## config.mk

```make
export PLATFORM = sky130hd
export DESIGN_NAME = byte_ring_fifo
export DESIGN_NICKNAME = d
export VERILOG_FILES = /design/src/rtl/byte_ring_pkg.sv /design/src/rtl/ring_index.sv /design/src/rtl/ring_store.sv /design/src/rtl/op_tracker.sv /design/src/rtl/byte_ring_fifo.sv
export SDC_FILE = /design/constraint.sdc
export NUM_CORES = 1
export LEC_CHECK = 0
export ABC_AREA = 1
export CAP_MARGIN = 20
export CORE_MARGIN = 2
export CORE_UTILIZATION = 65
export CTS_CLUSTER_SIZE = 25
export DETAILED_ROUTE_END_ITERATION = 16
export DONT_BUFFER_PORTS = 1
export PLACE_DENSITY = 0.81
export SLEW_MARGIN = 10
export SYNTH_ARGS = -nofsm -noshare
export SYNTH_HDL_FRONTEND = slang
export SYNTH_SLANG_ARGS = --single-unit
```

## constraint.sdc

```tcl
create_clock -name clk -period 5.1 [get_ports clk]
set_clock_uncertainty 0.2 [all_clocks]
set_input_delay 1.275 -clock clk [delete_from_list [all_inputs] [get_ports clk]]
set_output_delay 1.275 -clock clk [all_outputs]
set_load 0.01 [all_outputs]
```

## src/rtl/byte_ring_pkg.sv

```systemverilog
package byte_ring_pkg;
  typedef enum logic {
    OP_GET = 1'b0,
    OP_PUT = 1'b1
  } last_op_e;
endpackage

```

## src/rtl/ring_index.sv

```systemverilog
module ring_index #(
  parameter int DEPTH = 16,
  parameter int AW    = 4
) (
  input  logic          clk,
  input  logic          rst,
  input  logic          adv,
  output logic [AW-1:0] idx_o,
  output logic [AW-1:0] idx_nxt_o
);
  localparam logic [AW-1:0] LAST = AW'(DEPTH - 1);
  localparam bit POW2 = (DEPTH == (1 << AW));

  logic [AW-1:0] idx_q;
  logic [AW-1:0] inc;

  generate
    if (POW2) begin : g_natural
      assign inc = idx_q + 1'b1;
    end else begin : g_compare
      assign inc = (idx_q == LAST) ? '0 : idx_q + 1'b1;
    end
  endgenerate

  assign idx_nxt_o = adv ? inc : idx_q;

  always_ff @(posedge clk) begin
    if (rst) idx_q <= '0;
    else     idx_q <= idx_nxt_o;
  end

  assign idx_o = idx_q;

  p_wrap_to_zero_r3: assert property (@(posedge clk) disable iff (rst)
    (adv && idx_q == LAST) |=> (idx_q == '0));

  p_hold_without_adv_r2: assert property (@(posedge clk) disable iff (rst)
    !adv |=> $stable(idx_q));
endmodule

```

## src/rtl/ring_store.sv

```systemverilog
module ring_store #(
  parameter int DEPTH = 16,
  parameter int WIDTH = 8,
  parameter int AW    = 4
) (
  input  logic             clk,
  input  logic             rst,
  input  logic             we,
  input  logic [AW-1:0]    waddr,
  input  logic [WIDTH-1:0] wdata,
  input  logic             re,
  input  logic [AW-1:0]    raddr,
  output logic [WIDTH-1:0] rdata
);
  logic [WIDTH-1:0] mem [DEPTH];

  always_ff @(posedge clk) begin
    if (we) mem[waddr] <= wdata;
  end

  always_ff @(posedge clk) begin
    if (rst)     rdata <= '0;
    else if (re) rdata <= mem[raddr];
  end

  p_no_same_addr_r9: assert property (@(posedge clk) disable iff (rst)
    (we && re) |-> (waddr != raddr));

  p_hold_when_idle_r11: assert property (@(posedge clk) disable iff (rst)
    !re |=> $stable(rdata));
endmodule

```

## src/rtl/op_tracker.sv

```systemverilog
module op_tracker
  import byte_ring_pkg::*;
#(
  parameter int AW = 4
) (
  input  logic          clk,
  input  logic          rst,
  input  logic          put_acc,
  input  logic          get_acc,
  input  logic [AW-1:0] widx_nxt,
  input  logic [AW-1:0] ridx_nxt,
  output logic          empty_o,
  output logic          ovf_o
);
  last_op_e last_q, last_nxt;
  logic     same_nxt;

  always_comb begin
    last_nxt = last_q;
    if (put_acc && !get_acc)      last_nxt = OP_PUT;
    else if (get_acc && !put_acc) last_nxt = OP_GET;
  end

  assign same_nxt = (widx_nxt == ridx_nxt);

  always_ff @(posedge clk) begin
    if (rst) begin
      last_q  <= OP_GET;
      empty_o <= 1'b1;
      ovf_o   <= 1'b0;
    end else begin
      last_q  <= last_nxt;
      empty_o <= same_nxt && (last_nxt == OP_GET);
      ovf_o   <= same_nxt && (last_nxt == OP_PUT);
    end
  end

  p_both_keep_record_r9: assert property (@(posedge clk) disable iff (rst)
    (put_acc && get_acc) |=> $stable(last_q));
endmodule

```

## src/rtl/byte_ring_fifo.sv

```systemverilog
module byte_ring_fifo #(
  parameter int DEPTH = 16,
  parameter int WIDTH = 8
) (
  input  logic             clk,
  input  logic             rst,
  input  logic             put_i,
  input  logic [WIDTH-1:0] put_data_i,
  input  logic             get_i,
  output logic [WIDTH-1:0] get_data_o,
  output logic             empty_o,
  output logic             ovf_o
);
  localparam int AW = (DEPTH > 1) ? $clog2(DEPTH) : 1;

  logic          put_acc, get_acc;
  logic [AW-1:0] widx, ridx, widx_nxt, ridx_nxt;

  assign put_acc = put_i && !ovf_o;
  assign get_acc = get_i && !empty_o;

  ring_index #(.DEPTH(DEPTH), .AW(AW)) u_widx (
    .clk(clk), .rst(rst), .adv(put_acc), .idx_o(widx), .idx_nxt_o(widx_nxt)
  );

  ring_index #(.DEPTH(DEPTH), .AW(AW)) u_ridx (
    .clk(clk), .rst(rst), .adv(get_acc), .idx_o(ridx), .idx_nxt_o(ridx_nxt)
  );

  ring_store #(.DEPTH(DEPTH), .WIDTH(WIDTH), .AW(AW)) u_store (
    .clk(clk), .rst(rst),
    .we(put_acc), .waddr(widx), .wdata(put_data_i),
    .re(get_acc), .raddr(ridx), .rdata(get_data_o)
  );

  op_tracker #(.AW(AW)) u_track (
    .clk(clk), .rst(rst), .put_acc(put_acc), .get_acc(get_acc),
    .widx_nxt(widx_nxt), .ridx_nxt(ridx_nxt),
    .empty_o(empty_o), .ovf_o(ovf_o)
  );

  p_flags_exclusive_r5: assert property (@(posedge clk) disable iff (rst)
    !(empty_o && ovf_o));

  p_empty_from_get_r4: assert property (@(posedge clk) disable iff (rst)
    $rose(empty_o) |-> $past(get_i));

  p_no_overflow_r5: assert property (@(posedge clk) disable iff (rst)
    $rose(ovf_o) |-> $past(put_i));

  p_get_empty_ignored_r7: assert property (@(posedge clk) disable iff (rst)
    (get_i && empty_o) |=> (ridx == $past(ridx)));

  p_put_full_rejected_r8: assert property (@(posedge clk) disable iff (rst)
    (put_i && ovf_o && !get_i) |=> (ovf_o && widx == $past(widx)));

  p_flags_match_equal_r4: assert property (@(posedge clk) disable iff (rst)
    (empty_o || ovf_o) |-> (widx == ridx));
endmodule

```

**Word-level counts from Yosys, hierarchy flattened**

Memories as Yosys holds them, arrays and structs flattened. A register that Yosys moved wholly into a read port is not among the register bits.
Cells that the tools add are included.

- Reductions and logical operators: 10
- Add/sub/neg operators: 2
- Equal/unequal tests: 1
- Mux-type cells: 6
- Bitwise operators: 1

Operator list:

| kind | count |
|---|---|
| $add A4 B1 Y4 const B | 2 |
| $mux W4 | 2 |
| $logic_and A1 B1 Y1 | 6 |
| $eq A4 B4 Y1 | 1 |
| $logic_not A1 Y1 | 4 |
| $mux W1 | 4 |
| $not A1 Y1 | 1 |

- RAM bits: 128
- Input port bits: 12
- Output and inout port bits: 10
- Word-level logic and storage cells: 26
- Register bits after elaboration: 11
- Memories kept: 1

Memories:

| memory | words | width | read ports | clocked after memory_dff | wr ports | line | RTL |
|---|---|---|---|---|---|---|---|
| u_store.mem | 16 | 8 | 1 | 1 | 1 | ring_store.sv:15 | `logic [WIDTH-1:0] mem [DEPTH];` |

**Longest topological paths before layout**

Gate-level depths: netlist (run 1).

- Depth after elaboration: 8
- Gate-level depth with buffers: 13
- Depth with buffers taken out: 11

**Cells and area by module**

From an unflattened synthesis (run 1), not the netlist that was laid out.

- Cells, all modules: 584
- Area, all modules: 6172.2 um^2

By module, submodules not included:

| module | seq. area each (um^2) | times used | cells each | area an instance (um^2) |
|---|---|---|---|---|
| ring_store | 4003.8 | 1 | 490 | 5577.8 |
| ring_index | 80.1 | 2 | 27 | 188.9 |
| op_tracker | 60.1 | 1 | 36 | 196.4 |
| byte_ring_fifo | 0.0 | 1 | 4 | 20.0 |

**Worst setup path after synthesis (run 1)**

Ideal clock, no wire load.

- Path kind: input to register
- Start: input port put_i
- End: memory u_store.mem[0][0], enable pin
- Stages on the path: 4
- Data arrival time: 1964 ps
- Path buffers: 0
- Required time: 4530 ps
- Slack: 2566 ps
- Path through: inv_1 -> nor2_4 -> nand2_1 -> nor2_1

- Longest elaborated chain between the ends: 3

RTL lines:

| item | line | RTL |
|---|---|---|
| from (decl) | byte_ring_fifo.sv:7 | `input logic put_i,` |
| $logic_and A1 B1 Y1 | byte_ring_fifo.sv:19 | `assign put_acc = put_i && !ovf_o;` |
| $mux W1 | ring_store.sv:18 | `if (we) mem[waddr] <= wdata;` |
| $mux W1 (implied by the code) | ring_store.sv:18 |  |
| to (decl) | ring_store.sv:15 |  |

No other way between the ends.

==> impl_metrics.yaml, run 1 <==
die:
  die_y_um: 102.2
  die_w_um: 102.2
  die_area_mm2: 0.01045
  rows: 35
  core_mm2: 0.009284
  initial_utilization: 0.6757
  boundaryPins: 22
timing:
  max_freq_ghz: 0.3712
  finalMaxSlewViolations: 0
  worst_slew_pin_slew_ns: 0.9515
  grt_setup_unrepaired: "no"
  fin_crit_ns: 2.694
  hold_ws_ns: 0.4101
  fin_ws_ns: 2.406
  hold_viol: 0
  setup_violations: 0
  relSlewSlack: 0.3648
  fin_crit_sh: 0.5282
  setup_tns_ns: 0
grt:
  antenna_found_initial: 0
  grt_first_pass_wirelength_um: 22600
  grt_usage: 0.3014
  grt_start_max_net_pins: 69
  overflow: 0
  grt_pass1_vias: 4326
drt:
  routed.top_layer: "met4"
  wl_per_cell_um: 18.92
  ant_nets: 0
  drt_iter0_drc: 619
  drc: 0
  vias: 4547
  firstDrtPassIters: 8
  via_per_inst: 5.890
  wl_met1_um: 5927
  wl_met3_um: 1427
  met2WireLength_um: 6635
  totalWireLength_um: 14610
setup_path:
  crit_end: "u_store.rdata[6]"
  end_kind: "flop"
  worstPathRequired_ns: 5.33
  crit_fanout: 68
  startpoint: "u_ridx.idx_o[0]"
  timing.rr.end: "u_store.rdata[6]"
  reg2reg_slack_ns: 2.41
  r2r_start: "u_ridx.idx_o[0]"
  cp.arrival_ns: 2.92
  crit_type: "flop to flop"
  startpoint_type: "flop"
  ff2ff_path_depth: 11
layout:
  diodes: 0
  area_growth_pct: 10.03
  drive_gt1_frac: 0.06065
  num-nets-final: 647
  design_area_mm2: 0.006903
power:
  finalPower_mw: 2.804
  powerDensity_mw_per_mm2: 406.2
  ir_drop_uv: 395.3
  p_leak_nw: 2.797
logic_synthesis:
  yosysTopAreaCell: "edfxtp_1"
  ys_types: 19
  synth-warning-count: 0
  avgSynthCellArea_um2: 9.895
  synth_area_leaders: "edfxtp_1, nand2_1, dfxtp_1"
  synthCells: 634
  ys_seq_area_frac: 0.6733
  synth_top_area_share: 0.6127
  synth-seq-cells: 147
  syn_nets: 651
  syn_area_mm2: 0.006274
clocking:
  htreeDepth: 4
  max-clock-path-buffers: 2
  cts_tree: "built"
  clock_sinks: 147
  numCtsBuffers: 17
  hold_buffers: 0
  cts_resized: 0
  root_buffer: "clkbuf_8"
  clk_pin_slew_worst_paths_ns: 0.07
  postCtsSetupBuffers: 0
  worstSkewPairLatency_ns: 0.54
place:
  place_congestion: 1.021
  dp_slack_ns: 2.246
  dp_hpwl_um: 9015
  placed_area_mm2: 0.006292
  port_buffers: 0
outcome:
  status: "finished clean"
hold_path:
  hp-class: "flop to flop"
job:
  max_cap_violations: 0
==> placed cells by master, fill, tap and decap left out, types with 3 or more instances in the layout <==
cell,n
clkbuf_16,16
clkinv_1,5
dfxtp_1,18
edfxtp_1,128
ha_1,5
inv_1,28
inv_2,3
inv_6,7
nand2_1,294
nand3_1,76
nor2_1,45
==> flip-flops by register name (all words and copies together) (netlist names) <==
signal and count:
u_store.mem 128, u_store.rdata 8, u_ridx.idx_o 4, u_widx.idx_o 4, u_track.empty_o 1, u_track.last_q 1, u_track.ovf_o 1
==> per-layer routing <==
layer,up-vias,global-route usage
li1,2066,-
met4,0,0.1446
met5,-,0
met3,70,0.06361
met1,2106,0.4112
met2,305,0.4686
==> worst max-delay path, stage by stage (launching register included) <==
cell and delay (ns):
dfxtp_2 0.31, buf_4 0.53, inv_2 0.45, buf_16 0.29, nand2_1 0.08, nand3_1 0.10, nand3_1 0.20, nand3_1 0.10
nand2_1 0.09, nand3_1 0.09, nand2_1 0.08, inv_1 0.04
==> layout make-up <==
class	count	area (um2)
flip-flops and latches	147	4225
fillers	618	2381
multi-input cells	427	1767
clock buffers	17	414.1
clock inverters	15	168.9
well taps	129	161.4
inverters	35	131.4
repair buffers	2	35.03
==> cell families (layout without fill, tap and decap cells) <==
| logic type | Yosys count | in the layout | synth area share |
|---|---|---|---|
| compound gates | 3 | 3 | 0.002393 |
| fa+ha+maj | 5 | 5 | 0.009972 |
| buf+inv | 60 | 69 | 0.04507 |
| flops | 147 | 147 | 0.6733 |
| simple gates | 419 | 419 | 0.2692 |
==> synth_stat cells <==
| cell | count |
|---|---|
| o21ai_1 | 1 |
| clkbuf_1 | 1 |
| clkinv_1 | 4 |
| nand2_1 | 294 |
| nand3_1 | 76 |
| dfxtp_1 | 19 |
| edfxtp_1 | 128 |
| buf_4 | 9 |
| a21oi_1 | 2 |
| inv_1 | 28 |
| ha_1 | 5 |
| nor2_4 | 2 |
| nand4_1 | 1 |
| buf_6 | 1 |
| nor2_1 | 45 |
| buf_1 | 1 |
| nand3b_1 | 1 |
| buf_2 | 13 |
| inv_2 | 3 |
==> worst min-delay path by stage <==
| stage | startpoint | depth (start not counted) | slack, ns | to |
|---|---|---|---|---|
| 6_report | u_store.rdata[0] | 4 | 0.41 | u_store.rdata[0] |
| 5_1_grt | u_store.rdata[0] | 4 | 0.45 | u_store.rdata[0] |
| 4_1_cts | u_widx.idx_o[3] | 3 | 0.40 | u_widx.idx_o[3] |
| 3_5_place_dp | u_widx.idx_o[3] | 3 | 0.39 | u_widx.idx_o[3] |
| 3_3_place_gp | u_widx.idx_o[3] | 3 | 0.37 | u_widx.idx_o[3] |
| 2_1_floorplan | u_widx.idx_o[3] | 3 | 0.33 | u_widx.idx_o[3] |
==> per-stage QoR <==
step	cells	utilization
2_1_floorplan	634	-
3_3_place_gp	739	0.6778
3_5_place_dp	739	0.6778
4_1_cts	771	0.7406
5_1_grt	772	0.7435
6_report	772	0.7435
==> power by group <==
group	switching, mW	internal (mW)
logic	0.152	0.0620
registers	0.0212	1.33
clock network	0.523	0.712
total	0.697	2.11
Note: power is estimated with default switching activity, not from simulation.
==> run 2, diff against run 1 <==
- CORE_UTILIZATION: 65 -> 57
- PLACE_DENSITY: 0.81 -> 0.75
- clock period: 5.1 -> 2.45 ns (I/O delays scaled with it)
==> run 2 against run 1 <==
Effect of this change: count of clock-buffer cells in the layout grew 1; final area rose by 4.6%; critical path depth fell by 1; final cell count is 5.4% higher; global-route usage shrank 4.0 points; utilization shrank 7.5 points.
==> impl_metrics.yaml, run 2 (synthesized netlist as in run 1, its figures left out) <==
die:
  die_y_um: 108.9
  die_area_mm2: 0.01186
  core_mm2: 0.01079
  die_w_um: 108.9
  boundaryPins: 22
  rows: 38
  initial_utilization: 0.5813
drt:
  wl_met1_um: 5727
  ant_nets: 0
  drt_iter0_drc: 417
  wl_per_cell_um: 17.46
  firstDrtPassIters: 5
  vias: 4453
  routed.top_layer: "met4"
  drc: 0
  wl_met3_um: 1166
  met2WireLength_um: 6956
  via_per_inst: 5.471
  totalWireLength_um: 14210
power:
  finalPower_mw: 6.050
  p_leak_nw: 2.951
  seqPwrFrac: 0.465
  ir_drop_uv: 640.2
  clockPowerShare: 0.452
  powerDensity_mw_per_mm2: 838.2
  p_comb_frac: 0.083
  p_switching_mw: 1.370
  power.internal_mw: 4.680
  switching_share: 0.2265
timing:
  max_freq_ghz: 0.5173
  hold_viol: 0
  relSlewSlack: 0.4660
  setup_tns_ns: 0
  fin_ws_ns: 0.5169
  fin_crit_sh: 0.7890
  worst_slew_pin_slew_ns: 0.7984
  finalMaxSlewViolations: 0
  setup_violations: 0
  hold_ws_ns: 0.03192
  fin_crit_ns: 1.933
  grt_setup_unrepaired: "no"
setup_path:
  cpMostUsedCell: "nand2_1"
  crit_fanout: 27
  startpoint_type: "flop"
  timing.rr.end: "u_store.rdata[1]"
  r2r_start: "u_ridx.idx_o[0]"
  cp_top_family: "buffers and inverters"
  crit_type: "flop to flop"
  cp_slowest_cell: "inv_2"
  end_kind: "flop"
  worstPathRequired_ns: 2.73
  reg2reg_slack_ns: 0.52
  max_stage_delay_ns: 0.40
  cp.buffers_inverters: 3
  ff2ff_path_depth: 10
  worstPathCellList: "inv_2 > buf_4 > nand2_1 > nand3_1 > nand3_1 > nand2_1 > nand2_1 > nand3_1 > nand2_1 > inv_1"
  cp.arrival_ns: 2.21
grt:
  grt_usage: 0.2613
  antenna_found_initial: 1
  overflow: 0
  grt_pass1_vias: 4316
  grt_start_max_net_pins: 68
  grt_first_pass_wirelength_um: 22510
layout:
  final_cells: 814
  top_regs: "u_store.mem (128), u_store.rdata (8)"
  largest_reg_flops: 128
  num-nets-final: 677
  design_area_mm2: 0.007218
  layout_common_cells: "nand2_1, edfxtp_1, nand3_1"
  area_growth_pct: 15.06
  final_core_util: 0.6688
  top_register: "u_store.mem"
  final_common_cell: "nand2_1"
  drive_gt1_frac: 0.08915
place:
  port_buffers: 0
  dp_hpwl_um: 8689
  placed_area_mm2: 0.006496
  place_congestion: 0.8535
  placed_cells: 772
  dp_slack_ns: 0.5421
clocking:
  postCtsSetupBuffers: 0
  cts_resized: 0
  htreeDepth: 4
  clock_sinks: 147
  clk_pin_slew_worst_paths_ns: 0.06
  cts_tree: "built"
  max-clock-path-buffers: 2
  worstSkewPairLatency_ns: 0.53
  root_buffer: "clkbuf_8"
  numCtsBuffers: 17
hold_path:
  holdPathEnd: "u_store.rdata[4]"
  hp-class: "input port to flop"
  worstHoldStart: "rst"
  min_path_cells: 3
job:
  max_cap_violations: 0
outcome:
  status: "finished clean"
[run 2: cell types whose count changed in the layout (fill, tap and decap cells not counted), moves of 3 or more]
cell / before / now
buf_4: 1 / 21
bufinv_16: 2 / 5
clkinvlp_4: 1 / 5
dlygate4sd3_1: 0 / 9
inv_6: 7 / 0
[run 2: metal layers]
metal	GRT usage	vias to the layer above
li1	-	2132
met1	0.3427	2098
met4	0.1145	0
met5	0	-
met2	0.4215	189
met3	0.05738	34
[run 2: cell type report]
class	count	area [um2]
clock inverter	14	211.5
antenna	1	2.502
inverter	35	131.4
fill	779	3575
clock buffer	18	417.9
timing repair buffer	32	287.8
sequential	147	4225
multi-input combinational	427	1767
tap	140	175.2
[run 2: power groups by stage]
| stage | combinational [mW] | sequential (mW) | clock, mW |
|---|---|---|---|
| floorplan | 0.340 | 2.86 | 0 |
| global placement | 0.438 | 2.87 | 0 |
| CTS | 0.503 | 2.81 | 2.75 |
| detailed placement | 0.446 | 2.87 | 0 |
| finish | 0.504 | 2.81 | 2.73 |
| global route | 0.565 | 2.82 | 2.84 |
[run 2: how the worst max path moves through the flow]
stage                     from                 to  slack (ns)  depth (start not counted)
2_1_floorplan            put_i  u_store.mem[0][0]        0.58                          4
3_3_place_gp   u_ridx.idx_o[0]   u_store.rdata[2]        0.57                         10
3_5_place_dp   u_ridx.idx_o[0]   u_store.rdata[2]        0.54                         10
4_1_cts        u_ridx.idx_o[0]      u_track.ovf_o        0.52                         10
5_1_grt        u_ridx.idx_o[0]      u_track.ovf_o        0.32                         10
6_report       u_ridx.idx_o[0]   u_store.rdata[1]        0.52                         10
[run 2: what timing repair did]
| action | in CTS | in global routing |
|---|---|---|
| hold buffers | 9 | 0 |
| setup endpoints to repair | 0 | 0 |
| endpoints found under the hold margin | 137 | 0 |
[run 2: worst min-delay path: cells and delay by family]
family	cells	cell delay [ns]
buffers and inverters	1	0.03
and+or+nand+nor	2	0.07
